[src/rtl/jdp_pkg.sv]
package jdp_pkg;
  localparam int unsigned HDR_W      = 3;
  localparam int unsigned BANK_W     = 4;
  localparam int unsigned BANK_LSB   = 4;
  localparam int unsigned AP_ADDR_W  = BANK_W + 4;
  localparam int unsigned CS_DET_B   = 0;
  localparam int unsigned CS_ORUN_B  = 1;
  localparam int unsigned CS_ERR_B   = 5;

  localparam logic [HDR_W-1:0] ACK_OK   = 3'b010;
  localparam logic [HDR_W-1:0] ACK_WAIT = 3'b001;

  typedef enum logic [1:0] {
    DP_RSVD = 2'b00,
    DP_CTRL = 2'b01,
    DP_SEL  = 2'b10,
    DP_RBUF = 2'b11
  } dp_reg_e;
endpackage

[src/rtl/jdp_scan_chain.sv]
module jdp_scan_chain
  import jdp_pkg::*;
#(
  parameter int unsigned DATA_W = 32
) (
  input  logic              clk_i,
  input  logic              rst_ni,
  input  logic              capture_i,
  input  logic              shift_i,
  input  logic              tdi_i,
  input  logic [HDR_W-1:0]  cap_ack_i,
  input  logic [DATA_W-1:0] cap_data_i,
  output logic              tdo_o,
  output logic              rnw_o,
  output logic [1:0]        addr_o,
  output logic [DATA_W-1:0] data_o
);
  localparam int unsigned SR_W = DATA_W + HDR_W;

  logic [SR_W-1:0] sr_q;

  always_ff @(posedge clk_i or negedge rst_ni) begin
    if (!rst_ni)        sr_q <= '0;
    else if (capture_i) sr_q <= {cap_data_i, cap_ack_i};
    else if (shift_i)   sr_q <= {tdi_i, sr_q[SR_W-1:1]};
  end

  assign tdo_o  = sr_q[0];
  assign rnw_o  = sr_q[0];
  assign addr_o = sr_q[2:1];
  assign data_o = sr_q[SR_W-1:HDR_W];
endmodule

[src/rtl/jdp_ap_port.sv]
module jdp_ap_port
  import jdp_pkg::*;
#(
  parameter int unsigned DATA_W = 32,
  parameter int unsigned SEL_W  = 8
) (
  input  logic                 clk_i,
  input  logic                 rst_ni,
  input  logic                 start_i,
  input  logic                 write_i,
  input  logic [SEL_W-1:0]     sel_i,
  input  logic [AP_ADDR_W-1:0] addr_i,
  input  logic [DATA_W-1:0]    wdata_i,
  output logic                 req_valid_o,
  input  logic                 req_ready_i,
  output logic                 req_write_o,
  output logic [SEL_W-1:0]     req_sel_o,
  output logic [AP_ADDR_W-1:0] req_addr_o,
  output logic [DATA_W-1:0]    req_wdata_o,
  input  logic                 rsp_valid_i,
  input  logic                 rsp_err_i,
  output logic                 busy_o,
  output logic                 rsp_pend_o,
  output logic                 rd_done_o,
  output logic                 err_done_o
);
  logic valid_q, pend_q, wr_q;
  logic [SEL_W-1:0]     sel_q;
  logic [AP_ADDR_W-1:0] addr_q;
  logic [DATA_W-1:0]    wdata_q;

  always_ff @(posedge clk_i or negedge rst_ni) begin
    if (!rst_ni) begin
      valid_q <= 1'b0;
      pend_q  <= 1'b0;
      wr_q    <= 1'b0;
      sel_q   <= '0;
      addr_q  <= '0;
      wdata_q <= '0;
    end else if (start_i && !busy_o) begin
      valid_q <= 1'b1;
      wr_q    <= write_i;
      sel_q   <= sel_i;
      addr_q  <= addr_i;
      wdata_q <= wdata_i;
    end else if (valid_q && req_ready_i) begin
      valid_q <= 1'b0;
      pend_q  <= 1'b1;
    end else if (pend_q && rsp_valid_i) begin
      pend_q  <= 1'b0;
    end
  end

  assign busy_o      = valid_q | pend_q;
  assign rsp_pend_o  = pend_q;
  assign rd_done_o   = pend_q & rsp_valid_i & ~wr_q;
  assign err_done_o  = pend_q & rsp_valid_i & rsp_err_i;
  assign req_valid_o = valid_q;
  assign req_write_o = wr_q;
  assign req_sel_o   = sel_q;
  assign req_addr_o  = addr_q;
  assign req_wdata_o = wdata_q;
endmodule

[src/rtl/jdp_dp_regs.sv]
module jdp_dp_regs
  import jdp_pkg::*;
#(
  parameter int unsigned DATA_W      = 32,
  parameter int unsigned SEL_W       = 8,
  parameter int unsigned SYNC_STAGES = 2
) (
  input  logic              clk_i,
  input  logic              rst_ni,
  input  logic              dp_wr_i,
  input  logic              dp_rd_i,
  input  logic [1:0]        dp_a_i,
  input  logic [DATA_W-1:0] wdata_i,
  input  logic              ap_rd_done_i,
  input  logic [DATA_W-1:0] ap_rdata_i,
  input  logic              ap_err_i,
  input  logic              orun_set_i,
  input  logic              dbg_ack_i,
  input  logic              sys_ack_i,
  output logic [SEL_W-1:0]  sel_o,
  output logic [BANK_W-1:0] bank_o,
  output logic              det_o,
  output logic              orun_o,
  output logic              err_o,
  output logic [DATA_W-1:0] rbuf_o,
  output logic              dbg_req_o,
  output logic              sys_req_o
);
  localparam int unsigned SYS_ACK_B = DATA_W - 1;
  localparam int unsigned SYS_REQ_B = DATA_W - 2;
  localparam int unsigned DBG_ACK_B = DATA_W - 3;
  localparam int unsigned DBG_REQ_B = DATA_W - 4;

  logic [SYNC_STAGES-1:0] dbg_s_q, sys_s_q;
  logic [DATA_W-1:0]      ctrl_rd, sel_rd;
  logic                   ctrl_wr, sel_wr;
  logic                   unused_wdata;

  assign unused_wdata = ^wdata_i;
  assign ctrl_wr = dp_wr_i && (dp_reg_e'(dp_a_i) == DP_CTRL);
  assign sel_wr  = dp_wr_i && (dp_reg_e'(dp_a_i) == DP_SEL);

  always_ff @(posedge clk_i or negedge rst_ni) begin
    if (!rst_ni) begin
      dbg_s_q <= '0;
      sys_s_q <= '0;
    end else begin
      dbg_s_q[0] <= dbg_ack_i;
      sys_s_q[0] <= sys_ack_i;
      for (int k = 1; k < SYNC_STAGES; k++) begin
        dbg_s_q[k] <= dbg_s_q[k-1];
        sys_s_q[k] <= sys_s_q[k-1];
      end
    end
  end

  always_comb begin
    ctrl_rd            = '0;
    ctrl_rd[SYS_ACK_B] = sys_s_q[SYNC_STAGES-1];
    ctrl_rd[SYS_REQ_B] = sys_req_o;
    ctrl_rd[DBG_ACK_B] = dbg_s_q[SYNC_STAGES-1];
    ctrl_rd[DBG_REQ_B] = dbg_req_o;
    ctrl_rd[CS_ERR_B]  = err_o;
    ctrl_rd[CS_ORUN_B] = orun_o;
    ctrl_rd[CS_DET_B]  = det_o;
    sel_rd                          = '0;
    sel_rd[DATA_W-1 -: SEL_W]       = sel_o;
    sel_rd[BANK_LSB +: BANK_W]      = bank_o;
  end

  always_ff @(posedge clk_i or negedge rst_ni) begin
    if (!rst_ni) begin
      sel_o     <= '0;
      bank_o    <= '0;
      det_o     <= 1'b0;
      orun_o    <= 1'b0;
      err_o     <= 1'b0;
      dbg_req_o <= 1'b0;
      sys_req_o <= 1'b0;
      rbuf_o    <= '0;
    end else begin
      if (sel_wr) begin
        sel_o  <= wdata_i[DATA_W-1 -: SEL_W];
        bank_o <= wdata_i[BANK_LSB +: BANK_W];
      end
      if (ctrl_wr) begin
        det_o     <= wdata_i[CS_DET_B];
        dbg_req_o <= wdata_i[DBG_REQ_B];
        sys_req_o <= wdata_i[SYS_REQ_B];
      end
      // a new event wins over a same-cycle clear
      err_o  <= (err_o  & ~(ctrl_wr & wdata_i[CS_ERR_B]))  | ap_err_i;
      orun_o <= (orun_o & ~(ctrl_wr & wdata_i[CS_ORUN_B])) | orun_set_i;
      if (dp_rd_i) begin
        unique case (dp_reg_e'(dp_a_i))
          DP_CTRL: rbuf_o <= ctrl_rd;
          DP_SEL:  rbuf_o <= sel_rd;
          DP_RBUF: rbuf_o <= rbuf_o;
          default: rbuf_o <= '0;
        endcase
      end else if (ap_rd_done_i) begin
        rbuf_o <= ap_rdata_i;
      end
    end
  end
endmodule

[src/rtl/jdp_access_engine.sv]
module jdp_access_engine
  import jdp_pkg::*;
#(
  parameter int unsigned DATA_W      = 32,
  parameter int unsigned SEL_W       = 8,
  parameter int unsigned SYNC_STAGES = 2
) (
  input  logic                 clk_i,
  input  logic                 rst_ni,
  input  logic                 ap_scan_i,
  input  logic                 capture_i,
  input  logic                 shift_i,
  input  logic                 update_i,
  input  logic                 tdi_i,
  output logic                 tdo_o,
  output logic                 ap_req_valid_o,
  input  logic                 ap_req_ready_i,
  output logic                 ap_req_write_o,
  output logic [SEL_W-1:0]     ap_req_sel_o,
  output logic [AP_ADDR_W-1:0] ap_req_addr_o,
  output logic [DATA_W-1:0]    ap_req_wdata_o,
  input  logic                 ap_rsp_valid_i,
  input  logic [DATA_W-1:0]    ap_rsp_rdata_i,
  input  logic                 ap_rsp_err_i,
  output logic                 dbg_pwr_req_o,
  input  logic                 dbg_pwr_ack_i,
  output logic                 sys_pwr_req_o,
  input  logic                 sys_pwr_ack_i
);
  logic              busy, rsp_pend, rd_done, err_done;
  logic              wait_q, upd_ok, ap_start, dp_wr, dp_rd, orun_set;
  logic              sticky_orun, sticky_err, orun_det;
  logic              hdr_rnw;
  logic [1:0]        hdr_a;
  logic [DATA_W-1:0] scan_data, rbuf;
  logic [SEL_W-1:0]  sel;
  logic [BANK_W-1:0] bank;
  logic [HDR_W-1:0]  cap_ack;

  assign cap_ack = busy ? ACK_WAIT : ACK_OK;

  // ack decision taken at capture governs the matching update
  always_ff @(posedge clk_i or negedge rst_ni) begin
    if (!rst_ni)        wait_q <= 1'b0;
    else if (capture_i) wait_q <= busy;
  end

  assign upd_ok   = update_i & ~wait_q;
  assign orun_set = update_i & wait_q & orun_det;
  assign ap_start = upd_ok & ap_scan_i & ~(sticky_orun & orun_det);
  assign dp_wr    = upd_ok & ~ap_scan_i & ~hdr_rnw;
  assign dp_rd    = upd_ok & ~ap_scan_i & hdr_rnw;

  jdp_scan_chain #(.DATA_W(DATA_W)) u_chain (
    .clk_i      (clk_i),
    .rst_ni     (rst_ni),
    .capture_i  (capture_i),
    .shift_i    (shift_i),
    .tdi_i      (tdi_i),
    .cap_ack_i  (cap_ack),
    .cap_data_i (rbuf),
    .tdo_o      (tdo_o),
    .rnw_o      (hdr_rnw),
    .addr_o     (hdr_a),
    .data_o     (scan_data)
  );

  jdp_ap_port #(.DATA_W(DATA_W), .SEL_W(SEL_W)) u_ap (
    .clk_i       (clk_i),
    .rst_ni      (rst_ni),
    .start_i     (ap_start),
    .write_i     (~hdr_rnw),
    .sel_i       (sel),
    .addr_i      ({bank, hdr_a, 2'b00}),
    .wdata_i     (scan_data),
    .req_valid_o (ap_req_valid_o),
    .req_ready_i (ap_req_ready_i),
    .req_write_o (ap_req_write_o),
    .req_sel_o   (ap_req_sel_o),
    .req_addr_o  (ap_req_addr_o),
    .req_wdata_o (ap_req_wdata_o),
    .rsp_valid_i (ap_rsp_valid_i),
    .rsp_err_i   (ap_rsp_err_i),
    .busy_o      (busy),
    .rsp_pend_o  (rsp_pend),
    .rd_done_o   (rd_done),
    .err_done_o  (err_done)
  );

  jdp_dp_regs #(.DATA_W(DATA_W), .SEL_W(SEL_W), .SYNC_STAGES(SYNC_STAGES)) u_regs (
    .clk_i        (clk_i),
    .rst_ni       (rst_ni),
    .dp_wr_i      (dp_wr),
    .dp_rd_i      (dp_rd),
    .dp_a_i       (hdr_a),
    .wdata_i      (scan_data),
    .ap_rd_done_i (rd_done),
    .ap_rdata_i   (ap_rsp_rdata_i),
    .ap_err_i     (err_done),
    .orun_set_i   (orun_set),
    .dbg_ack_i    (dbg_pwr_ack_i),
    .sys_ack_i    (sys_pwr_ack_i),
    .sel_o        (sel),
    .bank_o       (bank),
    .det_o        (orun_det),
    .orun_o       (sticky_orun),
    .err_o        (sticky_err),
    .rbuf_o       (rbuf),
    .dbg_req_o    (dbg_pwr_req_o),
    .sys_req_o    (sys_pwr_req_o)
  );
endmodule

[config.mk]
export PLATFORM = sky130hd
export DESIGN_NAME = jdp_access_engine
export DESIGN_NICKNAME = d
export VERILOG_FILES = /design/src/rtl/jdp_pkg.sv /design/src/rtl/jdp_scan_chain.sv /design/src/rtl/jdp_ap_port.sv /design/src/rtl/jdp_dp_regs.sv /design/src/rtl/jdp_access_engine.sv
export SDC_FILE = /design/constraint.sdc
export NUM_CORES = 1
export LEC_CHECK = 0
export CORE_MARGIN = 4
export CORE_UTILIZATION = 57
export CTS_CLUSTER_DIAMETER = 120
export DETAILED_ROUTE_END_ITERATION = 8
export PLACE_DENSITY = 0.82
export SYNTH_ARGS = -nofsm -noshare
export SYNTH_HDL_FRONTEND = slang
export SYNTH_SLANG_ARGS = --single-unit
[constraint.sdc]
create_clock -name clk_i -period 2.5 [get_ports clk_i]
set_clock_uncertainty 0.05 [all_clocks]
set_input_delay 0.5 -clock clk_i [delete_from_list [all_inputs] [get_ports clk_i]]
set_output_delay 0.5 -clock clk_i [all_outputs]
set_load 0.05 [all_outputs]
==> flow_summary.ini <==
[floorplanning]
fp.dieArea_um2 = 11660
coreArea_um2 = 9774
start_util = 0.5831
io_pins = 97
num_rows = 36
dieHeight_um = 108.0
die_x_um = 108.0

[synth]
ys_types = 32
synth_edf_count = 0
synthArstFlopShare = 1.000
synth_top_flop_cell = dfrtp_1
syn_inst = 434
ys_warn_count = 0
synthTopCellsByArea = dfrtp_1, mux2_2, mux2i_1, mux2_1, o21ai_0
ys_ff_latch = 138
netlist_area_um2 = 5699
synth_area_leader_cell = dfrtp_1
seq_area_frac_synth = 0.6059
syn_area_per_cell_um2 = 13.13
synth_top_area_frac = 0.6059

[cts]
cts_tree = yes
cts_made_buffers = 17
root_buffer = clkbuf_8
ctsResizeCount = 0
clkSinkCount = 138
htreeDepth = 4
clockBufferDepth = 2
post_cts_buffers = 0
clk_pin_slew_worst_paths_ns = 0.06
hold_buffers = 1
clock_latency_ns = 0.51

[global_route]
grt_use_total = 0.2404
antenna_found_initial = 0
grt_max_degree = 59
grt_pass1_wl_mm = 21.37
overflow = 0
grt_pass1_vias = 4069

[place]
dp_hpwl_mm = 8.534
gp_congestion = 0.8748
placement.io_buffers = 94
pre_cts_ws_ns = 0.1654

[critical_path]
worstPathMaxFanout = 6
cp.depth = 1
path_class = flip-flop to output port
slowest_stage = clkdlybuf4s50_1
endpoint_kind = output port
critPathLaunchType = flip-flop
reg2reg_depth = 3
arrival_ns = 1.87
cp.buffers_inverters = 1
cp_slowest_stage_delay_ns = 0.86
crit_family = buffers and inverters
cp_cell_sequence = clkdlybuf4s50_1
cp.required_ns = 1.95

[layout]
diodes = 0
fillers = 625
nets = 581
layout_common_cells = dfrtp_1, clkdlybuf4s50_1, nand2_1
area_delta_synth_final_pct = 29.88
drive_above_1_share = 0.1828
final_common_cell = dfrtp_1

[power_and_ir_drop]
switching_share = 0.3761
internal-power_uw = 5796
power_frac_comb = 0.346
p_leak_uw = 0.003457
irDropWorstVdd_mv = 0.8169
powerDensity_nw_per_um2 = 1255
p_sw_uw = 3493
seqPwrFrac = 0.390
p_clk_frac = 0.264

[timing]
worstMarginPinSlew_ns = 0.6606
setup_viol = 0
finalHoldViolations = 0
clock.fmax_mhz = 413.2
setup_ws_ns = 0.07978
slew_headroom = 0.5591
finalMaxSlewViolations = 0
setup_total_negative_slack_ns = 0
rsz0062_at_grt = false
period_minus_slack_ns = 2.420
finalCritPeriodShare = 0.9681

[hold_path]
hp-class = flip-flop to flip-flop
hold_depth = 0

[detailed_routing]
wl_met1_mm = 5.570
drtIter0Drc = 232
vias = 3930
top_layer_used = met4
wl_met3_um = 770
drt_pass1_iterations = 5
drt_wl_total_mm = 13.08
post-route-drc-count = 0
vias_per_cell = 5.779
wl_per_cell_um = 19.23
route.met2.wl_mm = 6.468
postRouteAntennaNets = 0

[job]
drv_cap = 0

[run_status]
status = finished clean
metrics by stage:
step           instances  total power [uW]    util  hold slack, ns  area (um2)
2_1_floorplan        435              5668       -          0.1544        5703
3_3_place_gp         647              6714  0.6961          0.2830        6804
3_5_place_dp         647              6839  0.6961          0.2855        6804
4_1_cts              680              9341  0.7573          0.2994        7402
5_1_grt              680              9717  0.7573          0.3072        7402
6_report             680              9289  0.7573          0.2986        7402
routing by layer:
| metal | GRT usage | vias to the layer above |
|---|---|---|
| met1 | 0.3192 | 1992 |
| li1 | - | 1754 |
| met3 | 0.06209 | 29 |
| met4 | 0.07665 | 0 |
| met2 | 0.3912 | 155 |
| met5 | 0 | - |
synthesized netlist by cell type (all sizes together) (3+ instances only):
master	number
a221o	5
a221oi	9
a22o	18
a22oi	5
buf	19
clkbuf	12
dfrtp	138
ha	3
inv	14
mux2	62
mux2i	35
nand2	44
nand3b	3
nor2	5
nor3	9
nor4	5
o21ai	35
path summary, 6_finish.rpt:
kind / startpoint / to / slack, ns
setup / recovery: u_chain.sr_q[0]$_DFFE_PN0P_ / tdo_o / 0.08
hold / removal: u_regs.sys_s_q[0]$_DFF_PN0_ / u_regs.sys_s_q[1]$_DFF_PN0_ / 0.30
min in group asynchronous: rst_ni / u_ap.req_wdata_o[9]$_DFFE_PN0P_ / 0.48
max in group asynchronous: rst_ni / u_regs.rbuf_o[3]$_DFFE_PN0P_ / 1.29
setup reg to reg: u_chain.sr_q[2]$_DFFE_PN0P_ / u_regs.rbuf_o[6]$_DFFE_PN0P_ / 0.69
hold reg to reg: u_regs.sys_s_q[0]$_DFF_PN0_ / u_regs.sys_s_q[1]$_DFF_PN0_ / 0.30
state kept, by name, summed over array words and instances (netlist names):
| register | count |
|---|---|
| u_regs.err_o | 1 |
| u_regs.det_o | 1 |
| u_regs.bank_o | 4 |
| u_ap.req_write_o | 1 |
| u_ap.rsp_pend_o | 1 |
| u_ap.req_addr_o | 6 |
| wait_q | 1 |
| u_regs.dbg_req_o | 1 |
| u_regs.orun_o | 1 |
| u_regs.dbg_s_q | 2 |
| u_chain.sr_q | 35 |
| u_regs.rbuf_o | 32 |
| u_ap.req_wdata_o | 32 |
| u_regs.sys_s_q | 2 |
| u_regs.sys_req_o | 1 |
| u_regs.sel_o | 8 |
| u_ap.req_valid_o | 1 |
| u_ap.req_sel_o | 8 |
cells by family (layout without fill, tap and decap cells):
group	after synthesis	after routing	share of synthesized area
flip-flops	138	138	0.6059
other	1	2	0.0006580
AND/OR/NAND/NOR	73	73	0.06081
AO/OA/AOI/OAI	77	77	0.1045
multiplexers	97	97	0.1846
adder cells (fa/ha/maj)	3	3	0.006587
buffers and inverters	45	157	0.03688
layout make-up:
class | instances | area (um2) | area share
clock buffers | 18 | 427.9 | 0.05781
inverters | 14 | 52.55 | 0.007099
well taps | 133 | 166.4 | 0.02248
clock inverters | 14 | 160.2 | 0.02164
multi-input cells | 252 | 2042 | 0.2759
flip-flops and latches | 138 | 3453 | 0.4665
repair buffers | 111 | 1100 | 0.1486
power groups by stage:
stage               clock network [uW]  registers, uW  logic, uW
detailed placement                   0           3630       3210
global route                      2590           3730       3400
global placement                     0           3600       3120
CTS                               2470           3620       3250
finish                            2450           3620       3220
floorplan                            0           4590       1080
Note: power is estimated with default switching activity, not from simulation.
